==> config.mk <==
export PLATFORM = sky130hd
export DESIGN_NAME = poll_cond_unit
export DESIGN_NICKNAME = d
export VERILOG_FILES = /design/src/rtl/pcu_pkg.sv /design/src/rtl/pcu_compare.sv /design/src/rtl/pcu_addr_form.sv /design/src/rtl/pcu_pause_timer.sv /design/src/rtl/poll_cond_unit.sv
export SDC_FILE = /design/constraint.sdc
export NUM_CORES = 1
export LEC_CHECK = 0
export ABC_AREA = 1
export ABC_CLOCK_PERIOD_IN_PS = 3300
export BUFFER_PORTS_ARGS = -buffer_cell sky130_fd_sc_hd__buf_2
export CAP_MARGIN = 20
export CORE_AREA = 2 2 185 187
export DETAILED_ROUTE_END_ITERATION = 10
export DIE_AREA = 0 0 187 189
export PLACE_DENSITY = 0.7
export SYNTH_ARGS = -nofsm -noshare
export SYNTH_HDL_FRONTEND = slang
export SYNTH_SLANG_ARGS = --single-unit
==> constraint.sdc <==
create_clock -name clk_i -period 3.3 [get_ports clk_i]
set_input_delay 0.33 -clock clk_i [delete_from_list [all_inputs] [get_ports clk_i]]
set_output_delay 0.33 -clock clk_i [all_outputs]
set_load 0.005 [all_outputs]
==> src/rtl/pcu_pkg.sv <==
package pcu_pkg;
  typedef enum logic [2:0] {
    CMP_ALWAYS = 3'd0,
    CMP_LT     = 3'd1,
    CMP_LE     = 3'd2,
    CMP_EQ     = 3'd3,
    CMP_NE     = 3'd4,
    CMP_GE     = 3'd5,
    CMP_GT     = 3'd6,
    CMP_NEVER  = 3'd7
  } cmp_fn_e;

  typedef enum logic [2:0] {
    ST_IDLE,
    ST_READ,
    ST_EVAL,
    ST_PAUSE,
    ST_WRITE
  } pcu_state_e;

  localparam int unsigned FN_LSB        = 0;
  localparam int unsigned FN_W          = 3;
  localparam int unsigned POLL_SPACE_BIT = 4;
  localparam int unsigned WR_SPACE_BIT   = 8;
  localparam logic        MODE_WAIT     = 1'b0;
  localparam logic        MODE_CWRITE   = 1'b1;
endpackage

==> src/rtl/pcu_compare.sv <==
module pcu_compare
  import pcu_pkg::*;
#(
  parameter int unsigned DATA_W = 32
) (
  input  cmp_fn_e             fn_i,
  input  logic [DATA_W-1:0]   poll_i,
  input  logic [DATA_W-1:0]   ref_i,
  input  logic [DATA_W-1:0]   mask_i,
  output logic                hit_o
);
  logic [DATA_W-1:0] a, b;
  assign a = poll_i & mask_i;
  assign b = ref_i & mask_i;

  always_comb begin
    unique case (fn_i)
      CMP_ALWAYS: hit_o = 1'b1;
      CMP_LT:     hit_o = a <  b;
      CMP_LE:     hit_o = a <= b;
      CMP_EQ:     hit_o = a == b;
      CMP_NE:     hit_o = a != b;
      CMP_GE:     hit_o = a >= b;
      CMP_GT:     hit_o = a >  b;
      default:    hit_o = 1'b0;
    endcase
  end
endmodule

==> src/rtl/pcu_addr_form.sv <==
module pcu_addr_form #(
  parameter int unsigned DATA_W = 32,
  parameter int unsigned REG_AW = 16,
  parameter int unsigned MEM_AW = 48
) (
  input  logic [DATA_W-1:0] lo_i,
  input  logic [DATA_W-1:0] hi_i,
  output logic [REG_AW-1:0] reg_addr_o,
  output logic [MEM_AW-1:0] mem_addr_o
);
  localparam int unsigned HI_W = MEM_AW - DATA_W;

  assign reg_addr_o = lo_i[REG_AW-1:0];
  // dword aligned; upper bits come from the high word
  assign mem_addr_o = {hi_i[HI_W-1:0], lo_i[DATA_W-1:2], 2'b00};
endmodule

==> src/rtl/pcu_pause_timer.sv <==
module pcu_pause_timer #(
  parameter int unsigned CNT_W = 16
) (
  input  logic             clk_i,
  input  logic             rst_ni,
  input  logic             load_i,
  input  logic [CNT_W-1:0] value_i,
  input  logic             run_i,
  output logic             expired_o
);
  logic [CNT_W-1:0] cnt_q;

  always_ff @(posedge clk_i or negedge rst_ni) begin
    if (!rst_ni)                 cnt_q <= '0;
    else if (load_i)             cnt_q <= value_i;
    else if (run_i && cnt_q != '0) cnt_q <= cnt_q - 1'b1;
  end

  assign expired_o = (cnt_q == '0);
endmodule

==> src/rtl/poll_cond_unit.sv <==
module poll_cond_unit
  import pcu_pkg::*;
#(
  parameter int unsigned DATA_W = 32,
  parameter int unsigned REG_AW = 16,
  parameter int unsigned MEM_AW = 48,
  parameter int unsigned CNT_W  = 16
) (
  input  logic              clk_i,
  input  logic              rst_ni,
  input  logic              cmd_valid_i,
  output logic              cmd_ready_o,
  input  logic              cmd_mode_i,
  input  logic [DATA_W-1:0] cmd_ctrl_i,
  input  logic [DATA_W-1:0] poll_lo_i,
  input  logic [DATA_W-1:0] poll_hi_i,
  input  logic [DATA_W-1:0] ref_i,
  input  logic [DATA_W-1:0] mask_i,
  input  logic [CNT_W-1:0]  interval_i,
  input  logic [DATA_W-1:0] wr_lo_i,
  input  logic [DATA_W-1:0] wr_hi_i,
  input  logic [DATA_W-1:0] wr_data_i,
  output logic              reg_req_o,
  output logic              reg_we_o,
  output logic [REG_AW-1:0] reg_addr_o,
  output logic [DATA_W-1:0] reg_wdata_o,
  input  logic              reg_ack_i,
  input  logic [DATA_W-1:0] reg_rdata_i,
  output logic              mem_req_o,
  output logic              mem_we_o,
  output logic [MEM_AW-1:0] mem_addr_o,
  output logic [DATA_W-1:0] mem_wdata_o,
  input  logic              mem_ack_i,
  input  logic [DATA_W-1:0] mem_rdata_i,
  output logic              done_o
);
  pcu_state_e state_q, state_d;

  logic              mode_q, poll_mem_q, wr_mem_q;
  cmp_fn_e           fn_q;
  logic [DATA_W-1:0] plo_q, phi_q, wlo_q, whi_q;
  logic [DATA_W-1:0] ref_q, mask_q, wdata_q, poll_q;
  logic [CNT_W-1:0]  ivl_q;
  logic              done_q;

  logic [REG_AW-1:0] poll_reg_addr, wr_reg_addr;
  logic [MEM_AW-1:0] poll_mem_addr, wr_mem_addr;
  logic              hit, expired, acc_ack, in_write;

  pcu_addr_form #(.DATA_W(DATA_W), .REG_AW(REG_AW), .MEM_AW(MEM_AW)) u_poll_addr (
    .lo_i(plo_q), .hi_i(phi_q), .reg_addr_o(poll_reg_addr), .mem_addr_o(poll_mem_addr)
  );

  pcu_addr_form #(.DATA_W(DATA_W), .REG_AW(REG_AW), .MEM_AW(MEM_AW)) u_wr_addr (
    .lo_i(wlo_q), .hi_i(whi_q), .reg_addr_o(wr_reg_addr), .mem_addr_o(wr_mem_addr)
  );

  pcu_compare #(.DATA_W(DATA_W)) u_cmp (
    .fn_i(fn_q), .poll_i(poll_q), .ref_i(ref_q), .mask_i(mask_q), .hit_o(hit)
  );

  pcu_pause_timer #(.CNT_W(CNT_W)) u_timer (
    .clk_i(clk_i), .rst_ni(rst_ni),
    .load_i(state_q == ST_EVAL), .value_i(ivl_q),
    .run_i(state_q == ST_PAUSE), .expired_o(expired)
  );

  assign in_write = (state_q == ST_WRITE);
  assign acc_ack  = (in_write ? wr_mem_q : poll_mem_q) ? mem_ack_i : reg_ack_i;

  always_comb begin
    state_d = state_q;
    unique case (state_q)
      ST_IDLE:  if (cmd_valid_i) state_d = ST_READ;
      ST_READ:  if (acc_ack) state_d = ST_EVAL;
      ST_EVAL: begin
        if (mode_q == MODE_WAIT) state_d = hit ? ST_IDLE : ST_PAUSE;
        else                     state_d = hit ? ST_WRITE : ST_IDLE;
      end
      ST_PAUSE: if (expired) state_d = ST_READ;
      ST_WRITE: if (acc_ack) state_d = ST_IDLE;
      default:  state_d = ST_IDLE;
    endcase
  end

  always_ff @(posedge clk_i or negedge rst_ni) begin
    if (!rst_ni) begin
      state_q    <= ST_IDLE;
      mode_q     <= MODE_WAIT;
      fn_q       <= CMP_ALWAYS;
      poll_mem_q <= 1'b0;
      wr_mem_q   <= 1'b0;
      plo_q      <= '0;
      phi_q      <= '0;
      wlo_q      <= '0;
      whi_q      <= '0;
      ref_q      <= '0;
      mask_q     <= '0;
      wdata_q    <= '0;
      ivl_q      <= '0;
      poll_q     <= '0;
      done_q     <= 1'b0;
    end else begin
      state_q <= state_d;
      done_q  <= ((state_q == ST_EVAL) && ((mode_q == MODE_WAIT) ? hit : !hit))
              || (in_write && acc_ack);
      if (state_q == ST_IDLE && cmd_valid_i) begin
        mode_q     <= cmd_mode_i;
        fn_q       <= cmp_fn_e'(cmd_ctrl_i[FN_LSB +: FN_W]);
        poll_mem_q <= cmd_ctrl_i[POLL_SPACE_BIT];
        wr_mem_q   <= cmd_ctrl_i[WR_SPACE_BIT];
        plo_q      <= poll_lo_i;
        phi_q      <= poll_hi_i;
        wlo_q      <= wr_lo_i;
        whi_q      <= wr_hi_i;
        ref_q      <= ref_i;
        mask_q     <= mask_i;
        wdata_q    <= wr_data_i;
        ivl_q      <= interval_i;
      end
      if (state_q == ST_READ && acc_ack)
        poll_q <= poll_mem_q ? mem_rdata_i : reg_rdata_i;
    end
  end

  assign cmd_ready_o = (state_q == ST_IDLE);
  assign reg_req_o   = ((state_q == ST_READ) && !poll_mem_q) || (in_write && !wr_mem_q);
  assign mem_req_o   = ((state_q == ST_READ) &&  poll_mem_q) || (in_write &&  wr_mem_q);
  assign reg_we_o    = in_write;
  assign mem_we_o    = in_write;
  assign reg_addr_o  = in_write ? wr_reg_addr : poll_reg_addr;
  assign mem_addr_o  = in_write ? wr_mem_addr : poll_mem_addr;
  assign reg_wdata_o = wdata_q;
  assign mem_wdata_o = wdata_q;
  assign done_o      = done_q;
endmodule

==> flow_summary_export.csv, run 1 <==
group,metric,value,unit
critical_path,worst-r2r-cell-count,18,
synthesis,synth.most_common_cell,"nand2_1",
critical_path,cp.required,2970,ps
run_status,outcome,"finished clean",
power_and_ir_drop,p_seq_frac,0.360,
routing,antenna_left,0,
timing,final.min_clock_period,2810,ps
timing,worst_clock_skew,11.0,ps
critical_path,path_max_fanout,53,
clock_network,cts_resized,0,
layout,final_area,0.0180,mm2
power_and_ir_drop,switchingPower,5850,uW
synthesis,synthCells,1274,
clock_network,post_cts_buffers,0,
floorplan,start_util,0.391,
floorplan,fp-row-count,67,
synthesis,synth_cell_types,38,
critical_path,rrSetupSlack,770,ps
layout,syn2layout_area_growth,38.2,%
place,dpl_cell_area,0.0152,mm2
global_routing,grt_pass1_vias,11500,
routing,drt_pass1_iterations,4,
global_routing,grt_pass1_wl,57600,um
place,pre_cts_ws,772,ps
timing,drv_slew,0,
layout,drive_above_1_share,0.400,
floorplan,fp.dieArea,0.0353,mm2
place,dp_hpwl,24300,um
critical_path,crit_path_end_kind,"output port",
place,routabilityCongestion,0.835,
clock_network,cts_tree,"done",
timing,hold_ws,21.1,ps
clock_network,clkLatencyLatePin,550,ps
timing,rsz0062_at_grt,"no",
routing,drt_iter0_markers,387,
clock_network,cts_root_buf,"clkbuf_16",
global_routing,grt-ovfl-total,0,
clock_network,cts_buffers,30,
power_and_ir_drop,p_sw_frac,0.355,
timing,period_share,0.853,
synthesis,ys_seq_area_frac,0.512,
global_routing,grt_start_max_net_pins,85,
synthesis,synth-edff-count,0,
synthesis,mappedNetlistArea,0.0130,mm2
synthesis,async_flop_share,1.00,
synthesis,synth_area_leaders,"dfrtp_1 51%, mux2_2 18%, nand2_1 9.9%, ha_1 3.4%, buf_4 3.1%",
timing,slew_headroom,0.275,
synthesis,synth_top_area_frac,0.512,
run,cap_violations,0,
global_routing,track_usage,0.200,
layout,fin_nets,2179,
routing,drc,0,
layout,register_area,0.00666,mm2
clock_network,cts_sinks,266,
synthesis,yosys_warnings,0,
timing,finalSetupViolations,0,
floorplan,ioPinCount,476,
critical_path,worstSetupStartpoint,"state_q[2]$_DFFE_PN0P_",
place,io_buffer_count,414,
floorplan,core,0.0333,mm2
timing,max_freq,0.355,GHz
power_and_ir_drop,clkPwrFrac,0.215,
critical_path,arrival,2480,ps
power_and_ir_drop,p_int,10600,uW
critical_path,rr_endpoint,"state_q[0]$_DFFE_PN0P_",
routing,finalWirelength,36100,um
min_path,hold_class,"input pin to register",
timing,worstMarginPinSlew,1090,ps
global_routing,antenna_found_initial,8,
routing,viasPerCell,4.77,
power_and_ir_drop,powerDensity,915,mW/mm2
synthesis,synth-seq-cells,266,
clock_network,path_clk_slew,60,ps
clock_network,hold_buffers,166,
clock_network,clockBufferDepth,3,
critical_path,reg2reg_from,"mask_q[31]$_DFFE_PN0P_",
routing,wl_per_cell,15.9,um
synthesis,synth_ff_type,"dfrtp_1",
floorplan,die_y,189,um
routing,vias,10900,
power_and_ir_drop,p_leak,0.00903,uW
timing,hold_viol_final,0,
critical_path,startpoint_type,"register",
layout,multi_input_comb_area,0.00546,mm2
critical_path,criticalPathCategory,"register to output port",
synthesis,synth_area_per_cell,10.2,um2
layout,nFillCells,2828,
timing,setup_slack,485,ps
timing,setup_tns,0,ps
synthesis,yosys.area.top_type,"dfrtp_1",
clock_network,h-tree-depth,1,
synthesis,synth_top_cells_by_count,"342 x nand2_1, 266 x dfrtp_1, 206 x mux2_2, 70 x inv_1, 54 x buf_4",
floorplan,die_x,187,um
critical_path,setup.worst_path.end,"reg_addr_o[12]",
power_and_ir_drop,p_comb_frac,0.425,
power_and_ir_drop,ir_drop,0.685,mV
layout make-up:
cell class / count / share of cell area
flip-flops and latches: 266 / 0.370
multi-input cells: 834 / 0.304
well taps: 448 / 0.0312
clock buffers: 45 / 0.0522
diodes: 7 / 0.000974
repair buffers: 594 / 0.218
inverters: 76 / 0.0160
clock inverters: 10 / 0.00696
worst min-delay path by stage:
stage                  startpoint                    end  slack (ps)  cells past startpoint
floorplan                  rst_ni       done_o$_DFF_PN0_          30                      0
global placement           rst_ni   wlo_q[7]$_DFFE_PN0P_         380                      1
detailed placement         rst_ni   plo_q[7]$_DFFE_PN0P_         390                      1
CTS                   wr_lo_i[10]  wlo_q[10]$_DFFE_PN0P_      0.0008                      2
global route        interval_i[1]   ivl_q[1]$_DFFE_PN0P_          -2                      2
finish                wr_lo_i[10]  wlo_q[10]$_DFFE_PN0P_          20                      2
per-layer routing:
metal / share of wire / GRT usage
met4: 0.035 / 0.0794
met2: 0.51 / 0.368
met3: 0.064 / 0.0443
met1: 0.39 / 0.226
met5: 0.00036 / 0
cell families (layout without fill, tap and decap cells):
kind of cell,Yosys count,in the layout,synth area share
AO/OA/AOI/OAI,125,125,0.0571
XOR/XNOR,4,4,0.00269
adder cells (fa/ha/maj),35,35,0.0337
buffers and inverters,175,725,0.0688
flip-flops,266,266,0.512
multiplexers,206,206,0.178
other,1,9,0.000288
AND/OR/NAND/NOR,462,462,0.147
registers in the layout, summed over array words and instances (netlist names), 3 cells and up:
signal and count:
mem_wdata_o 32, poll_q 32, ref_q 32, plo_q 32, wlo_q 32, ivl_q 16, whi_q 16, phi_q 16
fn_q 3, u_timer.cnt_q 16, state_q 3, mask_q 32
power by group through the flow:
stage / logic [uW] / registers [uW] / clock network [uW]
after floorplan: 5080 / 5700 / 0
after global placement: 6610 / 5840 / 0
after detailed placement: 6790 / 5930 / 0
after CTS: 7000 / 5890 / 3620
after global routing: 7820 / 6130 / 3760
final: 7000 / 5930 / 3530
stage by stage:
step	power, uW	cells	utilization
final	16500	2280	0.540
after global routing	17700	2279	0.540
after CTS	16500	2272	0.539
after detailed placement	12700	2051	0.457
after global placement	12500	2051	0.457
after floorplan	10800	1275	-
cells in the final DEF (no fill, tap or decap), drive strengths merged, types with 36 or more instances in the layout:
| cell type | synthesis | final |
|---|---|---|
| mux2 | 206 | 206 |
| clkbuf | 18 | 45 |
| dfrtp | 266 | 266 |
| nor2 | 42 | 42 |
| inv | 75 | 76 |
| buf | 81 | 427 |
| nand3 | 36 | 36 |
| dlygate4sd3 | 0 | 167 |
| o21ai | 56 | 56 |
| nand2 | 343 | 343 |
worst max-delay path, cell delays in order (launching register included):
cell and delay [ps]:
dfrtp_1 370, inv_1 120, nor3_4 90, inv_2 780
nand2_1 180, nand2_1 210, buf_2 150
Power figures use the tool's default switching activity.
==> run 2: changes to the inputs <==
--- a/config.mk
+++ b/config.mk
@@ -6,13 +6,14 @@
 export NUM_CORES = 1
 export LEC_CHECK = 0
 export ABC_AREA = 1
-export ABC_CLOCK_PERIOD_IN_PS = 3300
+export ABC_CLOCK_PERIOD_IN_PS = 3550
 export BUFFER_PORTS_ARGS = -buffer_cell sky130_fd_sc_hd__buf_2
 export CAP_MARGIN = 20
 export CORE_AREA = 2 2 185 187
 export DETAILED_ROUTE_END_ITERATION = 10
 export DIE_AREA = 0 0 187 189
 export PLACE_DENSITY = 0.7
+export SLEW_MARGIN = 10
 export SYNTH_ARGS = -nofsm -noshare
 export SYNTH_HDL_FRONTEND = slang
 export SYNTH_SLANG_ARGS = --single-unit
==> constraint.sdc (replaced) <==
create_clock -name clk_i -period 3.55 [get_ports clk_i]
set_input_delay 0.355 -clock clk_i [delete_from_list [all_inputs] [get_ports clk_i]]
set_output_delay 0.355 -clock clk_i [all_outputs]
set_load 0.005 [all_outputs]
==> flow_summary_export.csv, run 2 (same netlist as run 1, synthesis figures left out) <==
group,metric,value,unit
run_status,outcome,"finished clean",
routing,drt_iter0_markers,380,
run,cap_violations,0,
timing,final.min_clock_period,2760,ps
layout,fin_nets,2057,
routing,wl_per_cell,15.6,um
place,io_buffer_count,414,
clock_network,h-tree-depth,1,
power_and_ir_drop,p_leak,0.00851,uW
critical_path,rrSetupSlack,980,ps
layout,mostFrequentLayoutCell,"buf_2",
power_and_ir_drop,clkPwrFrac,0.220,
global_routing,track_usage,0.185,
power_and_ir_drop,p_int,9820,uW
routing,drc,0,
floorplan,ioPinCount,476,
critical_path,crit_path_end_kind,"output port",
power_and_ir_drop,p_comb_frac,0.416,
layout,final_cell_mix,"413 x buf_2, 341 x nand2_1, 266 x dfrtp_1, 206 x mux2_2, 70 x inv_1",
timing,rsz0062_at_grt,"no",
floorplan,die_y,189,um
timing,finalSetupViolations,0,
power_and_ir_drop,p_seq_frac,0.363,
clock_network,cts_buffers,30,
timing,drv_slew,0,
routing,drt_pass1_iterations,5,
critical_path,cp.required,3190,ps
layout,multi_input_comb_area,0.00546,mm2
layout,nFillCells,3047,
critical_path,criticalPathCategory,"register to output port",
timing,setup_slack,794,ps
critical_path,path_max_fanout,39,
critical_path,path_delay_family,"simple AND/OR/NAND/NOR gates",
critical_path,reg2reg_from,"mask_q[30]$_DFFE_PN0P_",
layout,instances_no_fill,2160,
clock_network,clockBufferDepth,3,
power_and_ir_drop,power,15100,uW
power_and_ir_drop,p_sw_frac,0.351,
floorplan,start_util,0.391,
power_and_ir_drop,ir_drop,0.519,mV
global_routing,grt-ovfl-total,0,
routing,finalWirelength,33600,um
floorplan,core,0.0333,mm2
critical_path,crit_top_cell,"nand2_1",
timing,worst_clock_skew,11.3,ps
timing,worstMarginPinSlew,1010,ps
routing,antenna_left,0,
floorplan,die_x,187,um
power_and_ir_drop,switchingPower,5300,uW
critical_path,cpPeakStageDelay,470,ps
global_routing,grt_pass1_vias,10200,
clock_network,path_clk_slew,60,ps
min_path,hold_class,"input pin to register",
timing,setup_tns,0,ps
floorplan,fp-row-count,67,
clock_network,post_cts_buffers,0,
clock_network,cts_tree,"done",
critical_path,slowest_stage,"buf_4",
critical_path,path_buf_inv,2,
global_routing,antenna_found_initial,7,
power_and_ir_drop,powerDensity,903,mW/mm2
floorplan,fp.dieArea,0.0353,mm2
global_routing,grt_start_max_net_pins,84,
critical_path,startpoint_type,"register",
timing,max_freq,0.363,GHz
timing,period_share,0.776,
clock_network,cts_root_buf,"clkbuf_16",
clock_network,clkLatencyLatePin,550,ps
place,dp_hpwl,24100,um
min_path,min_from,"wr_hi_i[0]",
layout,fin_util,0.503,
global_routing,grt_pass1_wl,52900,um
clock_network,cts_sinks,266,
layout,syn2layout_area_growth,28.8,%
layout,drive_above_1_share,0.427,
routing,viasPerCell,4.74,
timing,slew_headroom,0.328,
place,pre_cts_ws,948,ps
critical_path,path_cells,"nor3_4 -> buf_4 -> nand2_1 -> nand2_1 -> buf_2",
place,placedCellCount,2052,
place,routabilityCongestion,0.837,
timing,hold_viol_final,0,
routing,vias,10200,
layout,register_area,0.00666,mm2
critical_path,arrival,2400,ps
critical_path,worstSetupStartpoint,"state_q[0]$_DFFE_PN0P_",
-- run 2: layout make-up --
class / instances / share of cell area
diodes: 9 / 0.00134
clock buffers: 47 / 0.0559
clock inverters: 8 / 0.00867
inverters: 76 / 0.0172
multi-input cells: 834 / 0.326
flip-flops and latches: 266 / 0.397
well taps: 448 / 0.0335
repair buffers: 472 / 0.160
-- run 2: power by group through the flow --
stage	clock (uW)	sequential [uW]	combinational, uW
floorplan	0	5300	4720
global placement	0	5440	6140
detailed placement	0	5520	6290
CTS	3420	5490	6380
global route	3530	5680	7080
finish	3330	5500	6290
-- run 2: metal layers --
metal,part of all wire,track usage
met3,0.063,0.0367
met1,0.40,0.218
met4,0.028,0.0635
met2,0.51,0.336
met5,0,0
-- run 2: repair_timing --
action / CTS / global route
hold buffers: 44 / 0
gates resized for setup: 0 / 0
hold endpoints to repair: 114 / 0
-- run 2: worst paths after layout --
kind | cells after the start | to
min in group asynchronous | 2 | wlo_q[1]$_DFFE_PN0P_
worst max register to register | 18 | state_q[0]$_DFFE_PN0P_
worst min-delay path | 2 | whi_q[0]$_DFFE_PN0P_
worst max-delay path | 5 | reg_addr_o[14]
worst min register to register | 2 | u_timer.cnt_q[11]$_DFFE_PN0P_
max in group asynchronous | 3 | mem_wdata_o[2]$_DFFE_PN0P_
-- run 2: stage by stage --
| step | instance area [um2] | hold slack (ps) |
|---|---|---|
| 6_report | 16700 | 33.0 |
| 5_1_grt | 16700 | 7.95 |
| 4_1_cts | 16700 | 0.277 |
| 3_5_place_dp | 15200 | 376 |
| 3_3_place_gp | 15200 | 382 |
| 2_1_floorplan | 13000 | 59.4 |
